===== src/rtl/pp_sched_pkg.sv =====
package pp_sched_pkg;
  typedef enum logic [1:0] {PH_IDLE, PH_ACQ, PH_CONV, PH_READ} phase_t;
  typedef enum logic [1:0] {CH_OFF, CH_WAKE, CH_SOC, CH_BUSY} chst_t;
endpackage


===== src/rtl/pp_frame_seq.sv =====
module pp_frame_seq
  import pp_sched_pkg::*;
#(
  parameter int ACQ_TICKS  = 250000,
  parameter int CONV_TICKS = 125000,
  parameter int READ_TICKS = 125000
) (
  input  logic   clk,
  input  logic   rst_n,
  input  logic   cycle_start,
  output phase_t phase,
  output logic   frame_begin,
  output logic   conv_begin,
  output logic   conv_end
);
  localparam int MAXT = (ACQ_TICKS > CONV_TICKS) ?
                        ((ACQ_TICKS > READ_TICKS) ? ACQ_TICKS : READ_TICKS) :
                        ((CONV_TICKS > READ_TICKS) ? CONV_TICKS : READ_TICKS);
  localparam int TW = $clog2(MAXT + 1);

  logic [TW-1:0] tick_q, tick_d;
  phase_t        phase_d;
  logic          acq_last, conv_last, read_last;

  assign acq_last    = (tick_q == TW'(ACQ_TICKS - 1));
  assign conv_last   = (tick_q == TW'(CONV_TICKS - 1));
  assign read_last   = (tick_q == TW'(READ_TICKS - 1));
  assign frame_begin = (phase == PH_IDLE) && cycle_start;
  assign conv_begin  = (phase == PH_ACQ) && acq_last;
  assign conv_end    = (phase == PH_CONV) && conv_last;

  always_comb begin
    phase_d = phase;
    tick_d  = tick_q + TW'(1);
    case (phase)
      PH_IDLE: begin
        tick_d = '0;
        if (cycle_start) phase_d = PH_ACQ;
      end
      PH_ACQ: if (acq_last) begin
        phase_d = PH_CONV;
        tick_d  = '0;
      end
      PH_CONV: if (conv_last) begin
        phase_d = PH_READ;
        tick_d  = '0;
      end
      default: if (read_last) begin
        phase_d = PH_IDLE;
        tick_d  = '0;
      end
    endcase
  end

  always_ff @(posedge clk or negedge rst_n) begin
    if (!rst_n) begin
      phase  <= PH_IDLE;
      tick_q <= '0;
    end else begin
      phase  <= phase_d;
      tick_q <= tick_d;
    end
  end

  assert_idle_hold_R2: assert property (@(posedge clk) disable iff (!rst_n)
    (phase == PH_IDLE && !cycle_start) |=> (phase == PH_IDLE));
  assert_acq_ignores_start_R3: assert property (@(posedge clk) disable iff (!rst_n)
    (phase == PH_ACQ) |=> (phase == PH_ACQ || phase == PH_CONV));
  assert_conv_to_read_R2: assert property (@(posedge clk) disable iff (!rst_n)
    (phase == PH_CONV) |=> (phase == PH_CONV || phase == PH_READ));
  assert_read_to_idle_R2: assert property (@(posedge clk) disable iff (!rst_n)
    (phase == PH_READ) |=> (phase == PH_READ || phase == PH_IDLE));
endmodule


===== src/rtl/pp_chan_ctl.sv =====
module pp_chan_ctl
  import pp_sched_pkg::*;
#(
  parameter int MAX_SAMP    = 5,
  parameter int RECOV_TICKS = 250,
  parameter int CW          = $clog2(MAX_SAMP + 1)
) (
  input  logic          clk,
  input  logic          rst_n,
  input  logic          frame_begin,
  input  logic          conv_begin,
  input  logic          conv_end,
  input  logic          in_conv,
  input  logic          trig,
  input  logic [CW-1:0] samples,
  input  logic          conv_done,
  output logic          pwr,
  output logic          soc,
  output logic          overrun
);
  localparam int RW = $clog2(RECOV_TICKS + 1) + 1;
  localparam logic [CW-1:0] MAXS = CW'(MAX_SAMP);

  chst_t         st_q, st_d;
  logic [CW-1:0] rem_q, rem_d, want;
  logic [RW-1:0] rc_q, rc_d;
  logic          ovr_d;

  assign want    = (samples > MAXS) ? MAXS : samples;
  assign pwr     = (st_q != CH_OFF);
  assign soc     = (st_q == CH_SOC);

  always_comb begin
    st_d  = st_q;
    rem_d = rem_q;
    rc_d  = rc_q;
    ovr_d = overrun;
    if (frame_begin) ovr_d = 1'b0;
    case (st_q)
      CH_OFF: if (conv_begin && trig && (want != '0)) begin
        st_d  = CH_WAKE;
        rem_d = want;
        rc_d  = '0;
      end
      CH_WAKE: begin
        if (rc_q == RW'(RECOV_TICKS - 1)) st_d = CH_SOC;
        else                              rc_d = rc_q + RW'(1);
      end
      CH_SOC: st_d = CH_BUSY;
      default: if (conv_done) begin
        rem_d = rem_q - CW'(1);
        st_d  = (rem_q == CW'(1)) ? CH_OFF : CH_SOC;
      end
    endcase
    if (conv_end) begin
      st_d = CH_OFF;
      if (st_q == CH_SOC || (st_q == CH_BUSY && !conv_done)) ovr_d = 1'b1;
    end
  end

  always_ff @(posedge clk or negedge rst_n) begin
    if (!rst_n) begin
      st_q    <= CH_OFF;
      rem_q   <= '0;
      rc_q    <= '0;
      overrun <= 1'b0;
    end else begin
      st_q    <= st_d;
      rem_q   <= rem_d;
      rc_q    <= rc_d;
      overrun <= ovr_d;
    end
  end

  // Checker-only age counter: cycles since power rose, saturating.
  logic [RW-1:0] pw_age;
  always_ff @(posedge clk or negedge rst_n) begin
    if (!rst_n)                     pw_age <= '0;
    else if (!pwr)                  pw_age <= '0;
    else if (pw_age != {RW{1'b1}})  pw_age <= pw_age + RW'(1);
  end

  assert_soc_powered_R7: assert property (@(posedge clk) disable iff (!rst_n)
    soc |-> pwr);
  assert_soc_single_R7: assert property (@(posedge clk) disable iff (!rst_n)
    soc |=> !soc);
  assert_pwr_in_window_R11: assert property (@(posedge clk) disable iff (!rst_n)
    pwr |-> in_conv);
  assert_recovery_R6: assert property (@(posedge clk) disable iff (!rst_n)
    soc |-> (pw_age >= RW'(RECOV_TICKS)));
  assert_overrun_cut_R10: assert property (@(posedge clk) disable iff (!rst_n)
    $rose(overrun) |-> (!pwr && $past(pwr)));
endmodule


===== src/rtl/pp_conv_sched.sv =====
module pp_conv_sched
  import pp_sched_pkg::*;
#(
  parameter int N_CH        = 4,
  parameter int MAX_SAMP    = 5,
  parameter int ACQ_TICKS   = 250000,
  parameter int CONV_TICKS  = 125000,
  parameter int READ_TICKS  = 125000,
  parameter int RECOV_TICKS = 250
) (
  input  logic                                 clk,
  input  logic                                 rst_n,
  input  logic                                 cycle_start,
  input  logic [N_CH-1:0]                      ch_trig,
  input  logic [N_CH*$clog2(MAX_SAMP+1)-1:0]   ch_samples,
  input  logic [N_CH-1:0]                      conv_done,
  output logic [N_CH-1:0]                      adc_pwr,
  output logic [N_CH-1:0]                      adc_soc,
  output logic [N_CH-1:0]                      ch_overrun,
  output logic                                 ph_acq,
  output logic                                 ph_conv,
  output logic                                 ph_read,
  output logic                                 ph_idle
);
  localparam int CW = $clog2(MAX_SAMP + 1);

  phase_t phase;
  logic   frame_begin, conv_begin, conv_end;

  pp_frame_seq #(
    .ACQ_TICKS (ACQ_TICKS),
    .CONV_TICKS(CONV_TICKS),
    .READ_TICKS(READ_TICKS)
  ) u_seq (
    .clk        (clk),
    .rst_n      (rst_n),
    .cycle_start(cycle_start),
    .phase      (phase),
    .frame_begin(frame_begin),
    .conv_begin (conv_begin),
    .conv_end   (conv_end)
  );

  assign ph_idle = (phase == PH_IDLE);
  assign ph_acq  = (phase == PH_ACQ);
  assign ph_conv = (phase == PH_CONV);
  assign ph_read = (phase == PH_READ);

  for (genvar g = 0; g < N_CH; g++) begin : g_ch
    pp_chan_ctl #(
      .MAX_SAMP   (MAX_SAMP),
      .RECOV_TICKS(RECOV_TICKS),
      .CW         (CW)
    ) u_ch (
      .clk        (clk),
      .rst_n      (rst_n),
      .frame_begin(frame_begin),
      .conv_begin (conv_begin),
      .conv_end   (conv_end),
      .in_conv    (ph_conv),
      .trig       (ch_trig[g]),
      .samples    (ch_samples[g*CW +: CW]),
      .conv_done  (conv_done[g]),
      .pwr        (adc_pwr[g]),
      .soc        (adc_soc[g]),
      .overrun    (ch_overrun[g])
    );
  end

  assert_one_phase_R2: assert property (@(posedge clk) disable iff (!rst_n)
    $countones({ph_idle, ph_acq, ph_conv, ph_read}) == 1);
  assert_no_power_outside_R11: assert property (@(posedge clk) disable iff (!rst_n)
    !ph_conv |-> (adc_pwr == '0 && adc_soc == '0));
  assert_power_start_R5: assert property (@(posedge clk) disable iff (!rst_n)
    (ph_acq && !adc_pwr[0]) |=> (!adc_pwr[0] || ph_conv));
endmodule


===== config.mk =====
export PLATFORM = sky130hd
export DESIGN_NAME = pp_conv_sched
export DESIGN_NICKNAME = d
export VERILOG_FILES = /design/src/rtl/pp_sched_pkg.sv /design/src/rtl/pp_frame_seq.sv /design/src/rtl/pp_chan_ctl.sv /design/src/rtl/pp_conv_sched.sv
export SDC_FILE = /design/constraint.sdc
export NUM_CORES = 1
export LEC_CHECK = 0
export ABC_AREA = 1
export BUFFER_PORTS_ARGS = -buffer_cell sky130_fd_sc_hd__buf_2
export CAP_MARGIN = 0
export CELL_PAD_IN_SITES_DETAIL_PLACEMENT = 2
export CELL_PAD_IN_SITES_GLOBAL_PLACEMENT = 2
export CORE_MARGIN = 2
export CORE_UTILIZATION = 38
export DETAILED_ROUTE_END_ITERATION = 6
export PLACE_DENSITY_LB_ADDON = 0.1
export SYNTH_ARGS = -nofsm -noshare
export SYNTH_HDL_FRONTEND = slang
export SYNTH_HIERARCHICAL = 1
export SYNTH_SLANG_ARGS = --single-unit

===== constraint.sdc =====
create_clock -name clk -period 5.3 [get_ports clk]
set_input_delay 0.265 -clock clk [delete_from_list [all_inputs] [get_ports clk]]
set_output_delay 0.265 -clock clk [all_outputs]
set_load 0.03 [all_outputs]

==> results by group <==
Worst setup path
  – WP data required: 5.59 ns
  – Crit path max fanout: 14
  – Critical Path AT: 2.82 ns
  – Crit path top cell by count: nand2_1
  – Buffers and inverters on the worst path: 4
  – Critical Path Slowest Stage Cell: dfrtp_1
  – Cell family with most CP delay: simple AND/OR/NAND/NOR gates
  – Critical Path Max Stage Delay: 0.40 ns
  – Setup Crit Path Kind: reg -> reg
  – CP Launch Type: flop
  – Crit end category: flop
  – Critical path, cell by cell: ha_1, nand2_2, nor2_2, inv_1, nor3_4, nand3_4, inv_1, nand2_1, inv_1, nand2_1, nand2_1, nand3_2, inv_1, nand2_1, nand2_1

Drt
  – Antenna-violating nets left: 0
  – Vias per inst: 5.12
  – Vias post-DR: 5151
  – Drt first pass iters: 4
  – Number of remaining DRC errors: 0
  – Detailed Route Iter0 Violations: 134
  – Total Wirelength: 16.5 mm
  – DR WL/cell: 16.4 microns

Final layout
  – Fill cell count: 1712
  – Nets: 880
  – Fin cells: 1007
  – Area grow syn2layout: 13.2%
  – Multi-input logic area: 0.00302 sq mm
  – FF/Latch Area: 0.00200 sq mm
  – Ratio of cells with drive above 1 in the final layout: 0.121
  – Final Core Density: 0.435

STA
  – Fin. Hold Viols: 0
  – Worst Skew: 0.00613 ns
  – Period utilisation layout: 0.479
  – Final worst slack: 2.76 ns
  – Max-slew violations: 0
  – Fmax: 394 MHz
  – Slew margin rel.: 0.453
  – Final min period: 2.54 ns
  – Slew @ Worst Pin: 0.820 ns
  – Setup TNS: 0 ns
  – RSZ-0062 raised after global routing: no
  – Final setup violation count: 0

Floorplan
  – Die Area: 0.0155 sq mm
  – Initial core utilization: 0.385
  – Number of top-level pins: 39
  – Die Span X: 125 microns
  – Core Footprint: 0.0144 sq mm
  – Row count: 44
  – Die height: 125 microns

Clock network
  – CTS Root Cell: clkbuf_16
  – Postcts setup bufs: 0
  – Clock buffer depth: 2
  – Cts repair resizes: 0
  – Clock transition at path regs: 0.06 ns
  – CTS buffer count: 9
  – CTS Hold Buffers Added: 1
  – Clock sinks: 80
  – Clock Latency Late Sink: 0.35 ns
  – CTS tree: yes
  – H-Tree Depth: 3

GRT
  – Met2 Use GR: 0.416
  – Initial antenna violation count: 2
  – Vias in the first global route: 5793
  – Largest net degree at the start of global routing: 62
  – Met1 Usage GRT: 0.267
  – Grt total ovfl: 0
  – Most Crowded Layer GR: met2
  – Total track usage: 0.224
  – First-pass GRT wire length: 28.7 mm
  – Met3 global-route usage: 0.0253

Placement
  – DP Cell Count: 988
  – Final HPWL DP: 12.6 mm
  – RD Place Congestion: 0.851
  – Port Buffer Count: 38
  – Pre-CTS WS: 2.82 ns

Worst hold path
  – Worst Hold Class: in -> reg

Job
  – Max-cap viol count: 0

Status
  – Status: completed

Yosys
  – Post-synth cell types: 32
  – Simple-Gate Fraction of Synth Area: 0.338
  – Synth Flop Type: dfrtp_1
  – Adder-Cell Fraction of Synth Area: 0.0928
  – Mapped Nets: 834
  – Seq/Total Area, Yosys: 0.362
  – Number of flops mapped to enable cells by yosys: 0
  – Post-Synth XOR/XNOR Area: 0.0317
  – Compound-Gate Fraction of Synth Area: 0.0786
  – Synth Instances: 770
  – Synth warn: 6
  – Fraction of registers with async set/reset: 1.00
  – Mapped Area: 0.00553 sq mm
  – Mux share of post-synthesis cell area: 0.00543
  – Largest family of logic cells by synthesized area: simple AND/OR/NAND/NOR gates
  – Yosys reg bits: 80
  – Mapped Avg Cell Area: 7.18 sq um

Pwr
  – Leak: 2.98 nW
  – Total power: 1.63 mW
  – Power Density: 260 mW/mm^2
  – Peak supply drop: 0.000135 V
## stage by stage
stage | cell area [sq um] | hold WS, ns
final | 6260 | 0.241
after global routing | 6260 | 0.272
after CTS | 6250 | 0.229
after detailed placement | 5900 | 0.169
after global placement | 5900 | 0.167
after floorplan | 5530 | -0.0306
## state kept, by name (all words and copies together), names as in the netlist
name,flops
u_seq/tick_q,18
g_ch.u_ch/st_q,8
u_seq/phase,2
g_ch.u_ch/rc_q,36
g_ch.u_ch/overrun,4
g_ch.u_ch/rem_q,12
## power breakdown
group          switching [mW]  total, mW  internal [mW]
sequential             0.0301      0.662          0.631
clock                   0.267      0.718          0.452
combinational           0.179      0.246         0.0665
total                   0.476       1.63           1.15
## final cells by class
cell class,count,share of cell area
Inverter,120,0.0720
Clock buffer,12,0.0426
Clock inverter,4,0.0120
Timing Repair Buffer,40,0.0336
Sequential cell,80,0.320
Tap cell,184,0.0368
Multi-Input combinational cell,565,0.482
Antenna cell,2,0.000800
## per-layer routing
metal  vias to the layer above  wire length (microns)
li1                       2527                      -
met1                      2573                   6990
met2                        34                   9050
met3                        17                    239
met4                         0                    272
met5                         -                      0
## layout by cell type (no fill, tap or decap), drive strengths merged, types with 2 or more instances in the layout
master / netlist / routed
dfrtp: 80 / 80
mux2i: 3 / 3
xor2: 10 / 10
buf: 5 / 39
o21ai: 41 / 41
clkinvlp: 0 / 2
o21bai: 4 / 4
nor2: 110 / 110
ha: 41 / 41
nand3: 63 / 63
nor3: 15 / 15
inv: 120 / 120
diode: 0 / 2
a31oi: 8 / 8
xnor2: 10 / 10
nand2: 220 / 220
nand4: 12 / 12
a21oi: 21 / 21
o22ai: 4 / 4
clkbuf: 0 / 12
bufinv: 0 / 2
## worst register-to-register path, stage by stage, from the launching register on
cell and delay, ns:
dfrtp_1 0.40, ha_1 0.24, nand2_2 0.09, nor2_2 0.11, inv_1 0.10, nor3_4 0.15
nand3_4 0.13, inv_1 0.21, nand2_1 0.09, inv_1 0.07, nand2_1 0.06, nand2_1 0.19
nand3_2 0.30, inv_1 0.20, nand2_1 0.08, nand2_1 0.06
## cells in the mapped netlist, types with 5 or more instances
cell type,count,area share
nand3_2,8,0.014
xnor2_1,10,0.016
nor2_4,5,0.010
inv_2,11,0.0075
xor2_1,10,0.016
nand4_1,12,0.014
a21oi_1,19,0.017
o21ai_1,24,0.022
a31oi_1,8,0.0091
nand3_1,54,0.049
buf_6,5,0.010
nor3_1,13,0.012
o21ai_0,16,0.014
inv_1,109,0.074
nor2_1,99,0.067
nand2_2,6,0.0068
nand2_1,213,0.14
nor2_2,6,0.0068
dfrtp_1,80,0.36
ha_1,41,0.093
## path summary, 6_finish.rpt
kind	start	end	slack, ns	cells past startpoint
setup / recovery	u_seq/tick_q[0]	g_ch[2].u_ch/rc_q[4]	2.76	15
hold / removal	ch_samples[5]	g_ch[1].u_ch/rem_q[2]	0.24	3
setup reg to reg	u_seq/tick_q[0]	g_ch[2].u_ch/rc_q[4]	2.76	15
hold reg to reg	u_seq/tick_q[0]	u_seq/tick_q[0]	0.51	1
max in group asynchronous	rst_n	g_ch[3].u_ch/rc_q[6]	3.84	3
min in group asynchronous	rst_n	g_ch[2].u_ch/rc_q[6]	0.34	2
## cells by family after synthesis
kind of cell / Yosys count
and+or+nand+nor: 422
buffers and inverters: 125
DFF: 80
AOI/OAI and AO/OA: 79
adders and majority gates: 41
xor gates and xnor gates: 20
muxes: 3
(Power assumes the default switching activity.)
